File: src/rtl/mtc_pkg.sv
package mtc_pkg;
   typedef enum logic [1:0] {ST_IDLE, ST_CALC, ST_MUL, ST_DONE} mtc_state_e;
   localparam logic [1:0] KIND_SERIAL = 2'd1;
   localparam logic [1:0] KIND_PACKET = 2'd2;
endpackage

File: src/rtl/mtc_convert.sv
module mtc_convert
   import mtc_pkg::*;
#(
   parameter int TW = 16
) (
   input  logic [TW-1:0] hd_i, hs_i, he_i, ht_i, hk_i,
   input  logic [TW-1:0] vd_i, vs_i, ve_i, vt_i,
   input  logic          hneg_i, vneg_i, wide_i, split_i,
   input  logic [1:0]    kind_i,
   output logic          bad_o,
   output logic [TW-1:0] wid_o, hgt_o, hbp_o, hfp_o, hpw_o,
   output logic [TW-1:0] vbp_o, vfp_o, vpw_o, skew_o,
   output logic          hpol_o, vpol_o
);
   logic [TW-1:0] hd, hs, he, ht;
   logic [TW:0]   hbp_f, vbp_f;
   logic          fold;

   // halve the horizontal inputs for a split pipe
   assign hd     = split_i ? (hd_i >> 1) : hd_i;
   assign hs     = split_i ? (hs_i >> 1) : hs_i;
   assign he     = split_i ? (he_i >> 1) : he_i;
   assign ht     = split_i ? (ht_i >> 1) : ht_i;
   assign skew_o = split_i ? (hk_i >> 1) : hk_i;

   // ordering checks on both axes
   assign bad_o = (ht < he) || (hs < hd) || (he < hs) ||
                  (vt_i < ve_i) || (vs_i < vd_i) || (ve_i < vs_i);

   assign fold  = (kind_i == KIND_PACKET) && wide_i;

   // porches, optionally folded and halved
   assign hbp_f = {1'b0, ht - he} + (fold ? {1'b0, hs - hd} : '0);
   assign vbp_f = {1'b0, vt_i - ve_i} + (fold ? {1'b0, vs_i - vd_i} : '0);

   assign wid_o = fold ? (hd >> 1) : hd;
   assign hbp_o = fold ? hbp_f[TW:1] : hbp_f[TW-1:0];
   assign hfp_o = fold ? '0 : (hs - hd);
   assign hpw_o = fold ? ((he - hs) >> 1) : (he - hs);
   assign hgt_o = vd_i;
   assign vbp_o = vbp_f[TW-1:0];
   assign vfp_o = fold ? '0 : (vs_i - vd_i);
   assign vpw_o = ve_i - vs_i;

   // serial panel link only takes active-high syncs
   assign hpol_o = (kind_i == KIND_SERIAL) ? 1'b0 : hneg_i;
   assign vpol_o = (kind_i == KIND_SERIAL) ? 1'b0 : vneg_i;
endmodule

File: src/rtl/mtc_prefetch.sv
module mtc_prefetch #(
   parameter int TW = 16
) (
   input  logic [TW-1:0] vbp_i, vpw_i, vfp_i, wc_i,
   output logic [TW-1:0] lines_o,
   output logic          low_o
);
   logic [TW:0] sof, need;

   assign sof  = {1'b0, vbp_i} + {1'b0, vpw_i};
   assign need = {1'b0, wc_i} - sof;

   // clamp the prefetch need into the front porch
   always_comb begin
      lines_o = '0;
      low_o   = 1'b0;
      if (sof < {1'b0, wc_i}) begin
         if ({1'b0, vfp_i} < need) begin
            lines_o = vfp_i;
            low_o   = 1'b1;
         end else begin
            lines_o = need[TW-1:0];
         end
      end
   end
endmodule

File: src/rtl/mtc_mult.sv
module mtc_mult #(
   parameter int TW  = 16,
   parameter int FW  = 32,
   parameter bit SEQ = 1'b1
) (
   input  logic          clk,
   input  logic          rst_n,
   input  logic          go,
   input  logic [TW-1:0] a,
   input  logic [TW-1:0] b,
   output logic [FW-1:0] prod,
   output logic          vld
);
   localparam int CNW = $clog2(TW) + 1;

   if (FW < 2 * TW) begin : g_bad_width
      $error("mtc_mult: FW must hold a full TW x TW product");
   end

   if (SEQ) begin : g_shift_add
      logic [FW-1:0]  acc, mc;
      logic [TW-1:0]  mp;
      logic [CNW-1:0] cnt;
      logic           run;
      always_ff @(posedge clk or negedge rst_n) begin
         if (!rst_n) begin
            acc <= '0; mc <= '0; mp <= '0; cnt <= '0; run <= 1'b0; vld <= 1'b0;
         end else begin
            vld <= 1'b0;
            if (go) begin
               acc <= '0;
               mc  <= FW'(a);
               mp  <= b;
               cnt <= '0;
               run <= 1'b1;
            end else if (run) begin
               if (mp[0]) acc <= acc + mc;
               mc  <= mc << 1;
               mp  <= mp >> 1;
               cnt <= cnt + 1'b1;
               if (cnt == CNW'(TW - 1)) begin
                  run <= 1'b0;
                  vld <= 1'b1;
               end
            end
         end
      end
      assign prod = acc;
   end else begin : g_single
      logic [FW-1:0] p_q;
      always_ff @(posedge clk or negedge rst_n) begin
         if (!rst_n) begin
            p_q <= '0; vld <= 1'b0;
         end else begin
            vld <= go;
            if (go) p_q <= FW'(a) * FW'(b);
         end
      end
      assign prod = p_q;
   end
endmodule

File: src/rtl/mode_timing_conv.sv
module mode_timing_conv
   import mtc_pkg::*;
#(
   parameter int TW      = 16,
   parameter int FW      = 32,
   parameter int CW      = 8,
   parameter bit MUL_SEQ = 1'b1
) (
   input  logic          clk,
   input  logic          rst_n,
   input  logic          start,
   input  logic [TW-1:0] h_active_in,
   input  logic [TW-1:0] h_sync_beg,
   input  logic [TW-1:0] h_sync_fin,
   input  logic [TW-1:0] h_total_in,
   input  logic [TW-1:0] h_skew_in,
   input  logic [TW-1:0] v_active_in,
   input  logic [TW-1:0] v_sync_beg,
   input  logic [TW-1:0] v_sync_fin,
   input  logic [TW-1:0] v_total_in,
   input  logic          hsync_neg,
   input  logic          vsync_neg,
   input  logic [1:0]    intf_kind,
   input  logic          wide_bus,
   input  logic          split_mode,
   input  logic [TW-1:0] wc_lines,
   output logic          busy,
   output logic          done,
   output logic          mode_err,
   output logic [TW-1:0] act_width,
   output logic [TW-1:0] act_height,
   output logic [TW-1:0] h_back,
   output logic [TW-1:0] h_front,
   output logic [TW-1:0] h_pulse,
   output logic [TW-1:0] v_back,
   output logic [TW-1:0] v_front,
   output logic [TW-1:0] v_pulse,
   output logic          h_pol,
   output logic          v_pol,
   output logic [TW-1:0] h_skew_out,
   output logic [CW-1:0] border_clr,
   output logic [CW-1:0] underflow_clr,
   output logic          fetch_en,
   output logic [FW-1:0] fetch_start,
   output logic          low_porch
);
   localparam int SW = TW + 2;

   if (TW < 2 || CW < 1) begin : g_bad_param
      $error("mode_timing_conv: TW must be at least 2 and CW at least 1");
   end

   mtc_state_e    st;
   logic [TW-1:0] hd_q, hs_q, he_q, ht_q, hk_q, vd_q, vs_q, ve_q, vt_q, wc_q;
   logic          hn_q, vn_q, wb_q, sp_q;
   logic [1:0]    kd_q;
   logic          accept, mul_go, mul_vld;

   logic          c_bad, c_hpol, c_vpol, p_low;
   logic [TW-1:0] c_wid, c_hgt, c_hbp, c_hfp, c_hpw, c_vbp, c_vfp, c_vpw, c_skew;
   logic [TW-1:0] p_lines;
   logic [SW-1:0] htot, vtot;
   logic [FW-1:0] prod;

   assign accept        = start && (st == ST_IDLE || st == ST_DONE);
   assign busy          = (st == ST_CALC) || (st == ST_MUL);
   assign done          = (st == ST_DONE);
   assign border_clr    = '0;
   assign underflow_clr = '1;

   mtc_convert #(.TW(TW)) u_conv (
      .hd_i(hd_q), .hs_i(hs_q), .he_i(he_q), .ht_i(ht_q), .hk_i(hk_q),
      .vd_i(vd_q), .vs_i(vs_q), .ve_i(ve_q), .vt_i(vt_q),
      .hneg_i(hn_q), .vneg_i(vn_q), .wide_i(wb_q), .split_i(sp_q), .kind_i(kd_q),
      .bad_o(c_bad), .wid_o(c_wid), .hgt_o(c_hgt), .hbp_o(c_hbp), .hfp_o(c_hfp),
      .hpw_o(c_hpw), .vbp_o(c_vbp), .vfp_o(c_vfp), .vpw_o(c_vpw), .skew_o(c_skew),
      .hpol_o(c_hpol), .vpol_o(c_vpol)
   );

   mtc_prefetch #(.TW(TW)) u_pf (
      .vbp_i(c_vbp), .vpw_i(c_vpw), .vfp_i(c_vfp), .wc_i(wc_q),
      .lines_o(p_lines), .low_o(p_low)
   );

   // frame totals from the converted values
   assign htot = SW'(c_wid) + SW'(c_hbp) + SW'(c_hfp) + SW'(c_hpw);
   assign vtot = SW'(c_hgt) + SW'(c_vbp) + SW'(c_vfp) + SW'(c_vpw);

   mtc_mult #(.TW(TW), .FW(FW), .SEQ(MUL_SEQ)) u_mul (
      .clk(clk), .rst_n(rst_n), .go(mul_go),
      .a(vtot[TW-1:0] - p_lines), .b(htot[TW-1:0]),
      .prod(prod), .vld(mul_vld)
   );

   always_ff @(posedge clk or negedge rst_n) begin
      if (!rst_n) begin
         st <= ST_IDLE;
         {hd_q, hs_q, he_q, ht_q, hk_q, vd_q, vs_q, ve_q, vt_q, wc_q} <= '0;
         {hn_q, vn_q, wb_q, sp_q, kd_q} <= '0;
         mul_go <= 1'b0;
         mode_err <= 1'b0;
         {act_width, act_height, h_back, h_front, h_pulse} <= '0;
         {v_back, v_front, v_pulse, h_skew_out} <= '0;
         {h_pol, v_pol, fetch_en, low_porch} <= '0;
         fetch_start <= '0;
      end else begin
         mul_go <= 1'b0;
         if (accept) begin
            hd_q <= h_active_in; hs_q <= h_sync_beg; he_q <= h_sync_fin;
            ht_q <= h_total_in;  hk_q <= h_skew_in;
            vd_q <= v_active_in; vs_q <= v_sync_beg; ve_q <= v_sync_fin;
            vt_q <= v_total_in;  wc_q <= wc_lines;
            hn_q <= hsync_neg; vn_q <= vsync_neg; wb_q <= wide_bus;
            sp_q <= split_mode; kd_q <= intf_kind;
            st   <= ST_CALC;
         end else begin
            unique case (st)
               ST_CALC: begin
                  fetch_en    <= 1'b0;
                  fetch_start <= '0;
                  mode_err    <= c_bad;
                  if (c_bad) begin
                     {act_width, act_height, h_back, h_front, h_pulse} <= '0;
                     {v_back, v_front, v_pulse, h_skew_out} <= '0;
                     {h_pol, v_pol, low_porch} <= '0;
                     st <= ST_DONE;
                  end else begin
                     act_width <= c_wid; act_height <= c_hgt;
                     h_back <= c_hbp; h_front <= c_hfp; h_pulse <= c_hpw;
                     v_back <= c_vbp; v_front <= c_vfp; v_pulse <= c_vpw;
                     h_skew_out <= c_skew; h_pol <= c_hpol; v_pol <= c_vpol;
                     low_porch <= p_low;
                     if (p_lines != '0) begin
                        mul_go <= 1'b1;
                        st     <= ST_MUL;
                     end else begin
                        st <= ST_DONE;
                     end
                  end
               end
               ST_MUL: begin
                  if (mul_vld) begin
                     fetch_en    <= 1'b1;
                     fetch_start <= prod + 1'b1;
                     st          <= ST_DONE;
                  end
               end
               ST_DONE: st <= ST_IDLE;
               default: st <= ST_IDLE;
            endcase
         end
      end
   end
endmodule

File: config.mk
export PLATFORM = sky130hd
export DESIGN_NAME = mode_timing_conv
export DESIGN_NICKNAME = d
export VERILOG_FILES = /design/src/rtl/mtc_pkg.sv /design/src/rtl/mtc_convert.sv /design/src/rtl/mtc_prefetch.sv /design/src/rtl/mtc_mult.sv /design/src/rtl/mode_timing_conv.sv
export SDC_FILE = /design/constraint.sdc
export NUM_CORES = 1
export LEC_CHECK = 0
export BUFFER_PORTS_ARGS = -buffer_cell sky130_fd_sc_hd__buf_2
export CAP_MARGIN = 20
export CORE_UTILIZATION = 62
export CTS_BUF_LIST = sky130_fd_sc_hd__clkbuf_8
export DETAILED_ROUTE_END_ITERATION = 10
export PLACE_DENSITY = 0.91
export SKIP_CTS_REPAIR_TIMING = 1
export SYNTH_ARGS = -nofsm -noshare
export SYNTH_HDL_FRONTEND = slang
export SYNTH_SLANG_ARGS = --single-unit
File: constraint.sdc
create_clock -name clk -period 13.25 [get_ports clk]
set_input_delay 1.9875 -clock clk [delete_from_list [all_inputs] [get_ports clk]]
set_output_delay 1.9875 -clock clk [all_outputs]
set_load 0.01 [all_outputs]
==> flow_metrics.tcl, run 1 <==
set metrics [dict create \
    status "completed" \
    via_per_inst 6.15 \
    yosysWarnings 0 \
    yosys.cell_types.count 99 \
    dpl.hpwl_mm 71.8 \
    synth_ff_type "dfrtp_1" \
    clockBufferDepth 3 \
    h-tree-depth 3 \
    cp_max_fo 7 \
    crit_required_ns 13.76 \
    placementRows 83 \
    firstDrtPassIters 6 \
    place_ws_ns 0.804 \
    nNetsFinal 4235 \
    wl_per_cell_um 21.3 \
    arrival_ns 13.02 \
    clk_latency_ns 0.72 \
    clk_pin_slew_ns 0.06 \
    cts_buffers 76 \
    area_growth_pct 12.4 \
    ff_latch_area_sq_um 10900 \
    grt_use_total_pct 35.8 \
    clock-sinks 437 \
    port_buffers 351 \
    grt_max_degree 127 \
    fillerInstances 3716 \
    timing.final.crit_share_pct 94.4 \
    drc 0 \
    crit_type "reg2reg" \
    synth_edf_count 0 \
    die_area_sq_um 52900 \
    slowest_stage "fa_1" \
    die_height_um 230 \
    finalMaxSlewViolations 0 \
    fin_util_pct 70.6 \
    hold_class "reg2reg" \
    core_area_sq_um 51300 \
    async_reset_ff_share_pct 100 \
    grt.overflow.total 0 \
    setup_slack_ns 0.740 \
    start_util_pct 62.8 \
    routed-via-count 27400 \
    die_x_um 230 \
    period_needed_ns 12.51 \
    drtAntennaViolNets 0 \
    ios 368 \
    tightest_slew_ns 1.14 \
    hold_ws_ns 0.469 \
    finalHoldViolations 0 \
    avgSynthCellArea_sq_um 9.47 \
    max_cap_viol_count 0 \
    postSynthCellCount 3402 \
    multi_input_comb_area_sq_um 19500 \
    layout-drive-gt1-share_pct 19.6 \
    drt-total-wl_mm 95.0 \
    synth-seq-area-share_pct 34.0 \
    final.setup.tns_ns 0 \
    drt_iter0_markers 2554 \
    worst_path_largest_cell_delay_ns 0.57 \
    setup_viol 0 \
    grt_pass1_wl_mm 147 \
    grt_pass1_vias 26700 \
    ys_seq_elements 437 \
    gp_congestion 1.00 \
    grt_antenna_before_repair 3 \
    max_freq_ghz 0.0799 \
    grt_setup_unrepaired "false" \
    root_buffer "clkbuf_8" \
    endpoint_kind "register" \
    maxSlewHeadroom_pct 23.6 \
    finClkSkew_ns 0.0636 \
    crit_path_start_kind "register" \
    synth_area_sq_um 32200 \
    cts_tree "yes" \
]
[critical path: cells and delay by family, from the launching register on]
family | cells | cell delay [ns]
fa+ha+maj | 12 | 4.58
flops | 1 | 0.41
compound gates | 19 | 4.06
xor+xnor | 5 | 0.80
buf+inv | 4 | 0.22
mux | 3 | 0.64
simple gates | 11 | 1.57
[final timing paths]
kind | from | to | slack, ns | cells after the start
hold / removal | fetch_start[20]$_DFFE_PN0P_ | fetch_start[20]$_DFFE_PN0P_ | 0.47 | 2
hold reg to reg | fetch_start[20]$_DFFE_PN0P_ | fetch_start[20]$_DFFE_PN0P_ | 0.47 | 2
setup reg to reg | vd_q[0]$_DFFE_PN0P_ | u_mul.g_shift_add.mc[15]$_DFFE_PN0P_ | 0.74 | 54
min in group asynchronous | rst_n | fetch_start[12]$_DFFE_PN0P_ | 1.36 | 1
max in group asynchronous | rst_n | hk_q[10]$_DFFE_PN0P_ | 9.37 | 3
setup / recovery | vd_q[0]$_DFFE_PN0P_ | u_mul.g_shift_add.mc[15]$_DFFE_PN0P_ | 0.74 | 54
[per-stage QoR]
stage | instances | area (sq um)
final | 4466 | 36200
after global placement | 4327 | 34500
after CTS | 4461 | 36100
after global routing | 4465 | 36200
after floorplan | 3416 | 32300
after detailed placement | 4327 | 34500
[cell families after synthesis]
group | count (synthesis) | share of synthesized area, %
flops | 437 | 34.0
buf+inv | 492 | 5.92
compound gates | 767 | 16.4
fa+ha+maj | 341 | 15.4
xor+xnor | 210 | 5.75
mux | 324 | 10.8
other cells | 2 | 0.0233
simple gates | 829 | 11.7
[cell usage in the layout (no fill, tap or decap), types with 7 or more instances in the layout]
cell,n
a2111oi_0,7
a211o_1,8
a211oi_1,20
a21o_1,51
a21oi_1,158
a22o_1,9
a31oi_1,17
and2_1,18
and3_1,27
and4_1,7
buf_2,350
buf_4,25
clkbuf_8,91
clkinv_2,10
conb_1,16
dfrtp_1,434
fa_1,92
ha_1,244
inv_1,367
mux2_2,198
mux2i_1,123
nand2_1,336
nand2b_1,38
nand3_1,48
nand4_1,17
nor2_1,205
nor2b_1,25
nor3_1,49
o211ai_1,19
o21a_1,28
o21ai_0,176
o21ai_1,7
o21bai_1,21
o2bb2ai_1,121
o31ai_1,34
or2_2,8
or3_1,18
xnor2_1,122
xor2_1,86
[per-layer routing]
| layer | vias to the layer above | part of all wire [%] | GRT usage, % | routed length, um |
|---|---|---|---|---|
| met2 | 1297 | 45 | 55.6 | 42900 |
| li1 | 12500 | - | - | - |
| met3 | 277 | 9.1 | 7.76 | 8650 |
| met4 | 4 | 4.8 | 16.1 | 4610 |
| met1 | 13400 | 41 | 48.1 | 38900 |
| met5 | - | 0.031 | 0 | 29 |
[layout make-up]
type                            instances  area share [%]
Multi-Input combinational cell       2487            53.8
Sequential cell                       437            30.2
Timing Repair Buffer                  378            5.52
Inverter                              348            3.62
Clock buffer                           91            3.46
Tap cell                              680            2.35
Clock inverter                         43            1.02
Antenna cell                            2          0.0138
[Yosys cell counts, types with 34 or more instances]
library cell / number / area (sq um)
inv_1: 347 / 1300
xor2_1: 87 / 762
mux2i_1: 123 / 1230
nand3_1: 49 / 245
nand2_1: 337 / 1260
nor2_1: 205 / 769
nand2b_1: 38 / 238
a21o_1: 51 / 383
mux2_2: 198 / 2230
nor3_1: 49 / 245
o21ai_0: 176 / 881
clkbuf_1: 107 / 402
fa_1: 92 / 1840
dfrtp_1: 437 / 10900
o31ai_1: 34 / 255
ha_1: 246 / 3080
a21oi_1: 160 / 801
xnor2_1: 122 / 1070
o2bb2ai_1: 121 / 1060
Power of run 1 is not shown: default switching activity piles up to over one toggle a cycle in this logic, so the estimate is an artifact.
==> inputs of run 2 (changes only) <==
Settings changed: MAX_ROUTING_LAYER set to met4.
==> run 2 against run 1 <==
Net effect: critical endpoint unchanged; flip-flop and latch count unchanged; largest cell class unchanged; fmax about the same; core utilization hardly changed.
==> flow_metrics.tcl, run 2 (same netlist as run 1, synthesis figures left out) <==
set metrics [dict create \
    clk_pin_slew_ns 0.06 \
    final.setup.tns_ns 0 \
    die_area_sq_um 52900 \
    die_height_um 230 \
    timing.rr.start "vd_q[0]$_DFFE_PN0P_" \
    drt-total-wl_mm 94.3 \
    crit_type "reg2reg" \
    placementRows 83 \
    place_area_sq_um 34500 \
    root_buffer "clkbuf_8" \
    dpl.hpwl_mm 71.5 \
    drtAntennaViolNets 0 \
    worst_path_largest_cell_delay_ns 0.56 \
    clock-sinks 437 \
    status "completed" \
    reg2reg_slack_ns 0.74 \
    core_area_sq_um 51300 \
    nNetsFinal 4237 \
    fin_area_sq_um 36200 \
    via_per_inst 6.11 \
    clk_latency_ns 0.69 \
    drc 0 \
    cts_buffers 75 \
    period_needed_ns 12.51 \
    layout_commonest_cell "dfrtp_1" \
    area_growth_pct 12.4 \
    arrival_ns 13.03 \
    finalMaxSlewViolations 0 \
    cp-startpoint "vd_q[0]$_DFFE_PN0P_" \
    tightest_slew_ns 1.01 \
    max_cap_viol_count 0 \
    cp_max_fo 7 \
    drt_iter0_markers 2719 \
    max_freq_ghz 0.0799 \
    maxSlewHeadroom_pct 32.6 \
    die_x_um 230 \
    setup_slack_ns 0.738 \
    layout_common_cells "dfrtp_1 (434), inv_1 (368), buf_2 (350)" \
    grt_pass1_vias 26700 \
    timing.final.crit_share_pct 94.4 \
    finClkSkew_ns 0.0409 \
    wl_per_cell_um 21.1 \
    setup_viol 0 \
    place_ws_ns 0.786 \
    routed-via-count 27300 \
    r2r-end "u_mul.g_shift_add.mc[15]$_DFFE_PN0P_" \
    grt_max_degree 170 \
    ff2ff_path_depth 54 \
    crit_required_ns 13.77 \
    endpoint "u_mul.g_shift_add.mc[15]$_DFFE_PN0P_" \
    endpoint_kind "register" \
    port_buffers 351 \
    firstDrtPassIters 6 \
    cts_tree "yes" \
    slowest_stage "fa_1" \
    clockBufferDepth 3 \
    grt_pass1_wl_mm 147 \
    finalHoldViolations 0 \
    grt.overflow.total 0 \
    grt_use_total_pct 36.8 \
    start_util_pct 62.8 \
    hold_class "reg2reg" \
    layout-drive-gt1-share_pct 19.5 \
    ios 368 \
    h-tree-depth 3 \
    grt_antenna_before_repair 3 \
    gp_congestion 1.05 \
    crit_path_start_kind "register" \
]
-- run 2: worst min path at each step --
stage                                start                     endpoint  slack [ns]  cells after the start
5_1_grt          h_skew_out[2]$_DFFE_PN0P_    h_skew_out[2]$_DFFE_PN0P_        0.49                      1
2_1_floorplan             hn_q$_DFFE_PN0P_            h_pol$_DFFE_PN0P_        0.46                      2
3_3_place_gp          fetch_en$_DFFE_PN0P_         fetch_en$_DFFE_PN0P_        0.45                      2
4_1_cts        fetch_start[19]$_DFFE_PN0P_  fetch_start[19]$_DFFE_PN0P_        0.48                      2
6_report       fetch_start[18]$_DFFE_PN0P_  fetch_start[18]$_DFFE_PN0P_        0.47                      2
3_5_place_dp        h_pulse[7]$_DFFE_PN0P_       h_pulse[7]$_DFFE_PN0P_        0.46                      2
-- run 2: layer usage --
layer	up-vias	track usage (%)	part of all wire (%)
met5	-	-	0
met4	0	15.6	4.4
met3	243	6.37	8.5
met2	1271	56.2	45
met1	13200	48.3	42
li1	12500	-	-
-- run 2: cell type report --
cell class,count,area [sq um]
Sequential cell,437,10900
Multi-Input combinational cell,2487,19500
Clock inverter,41,348
Tap cell,680,851
Clock buffer,90,1240
Inverter,348,1310
Timing Repair Buffer,381,2030
Fill cell,3741,15100
Antenna cell,2,5.00
-- run 2: stage by stage --
step / std cells / hold slack [ns] / util, %
after global placement: 4325 / 0.455 / 67.3
after global routing: 4466 / 0.494 / 70.5
after detailed placement: 4325 / 0.465 / 67.3
after floorplan: 3416 / 0.463 / -
final: 4466 / 0.468 / 70.5
after CTS: 4456 / 0.477 / 70.3
-- run 2: critical path, delay by kind of cell (launching register included) --
kind | cells | cell delay [ns]
buffers and inverters | 4 | 0.21
DFF | 1 | 0.42
adders and majority gates | 12 | 4.58
and+or+nand+nor | 11 | 1.51
muxes | 3 | 0.65
xor gates and xnor gates | 5 | 0.83
AOI/OAI and AO/OA | 19 | 4.11
Power of run 2 is left out for the same reason.
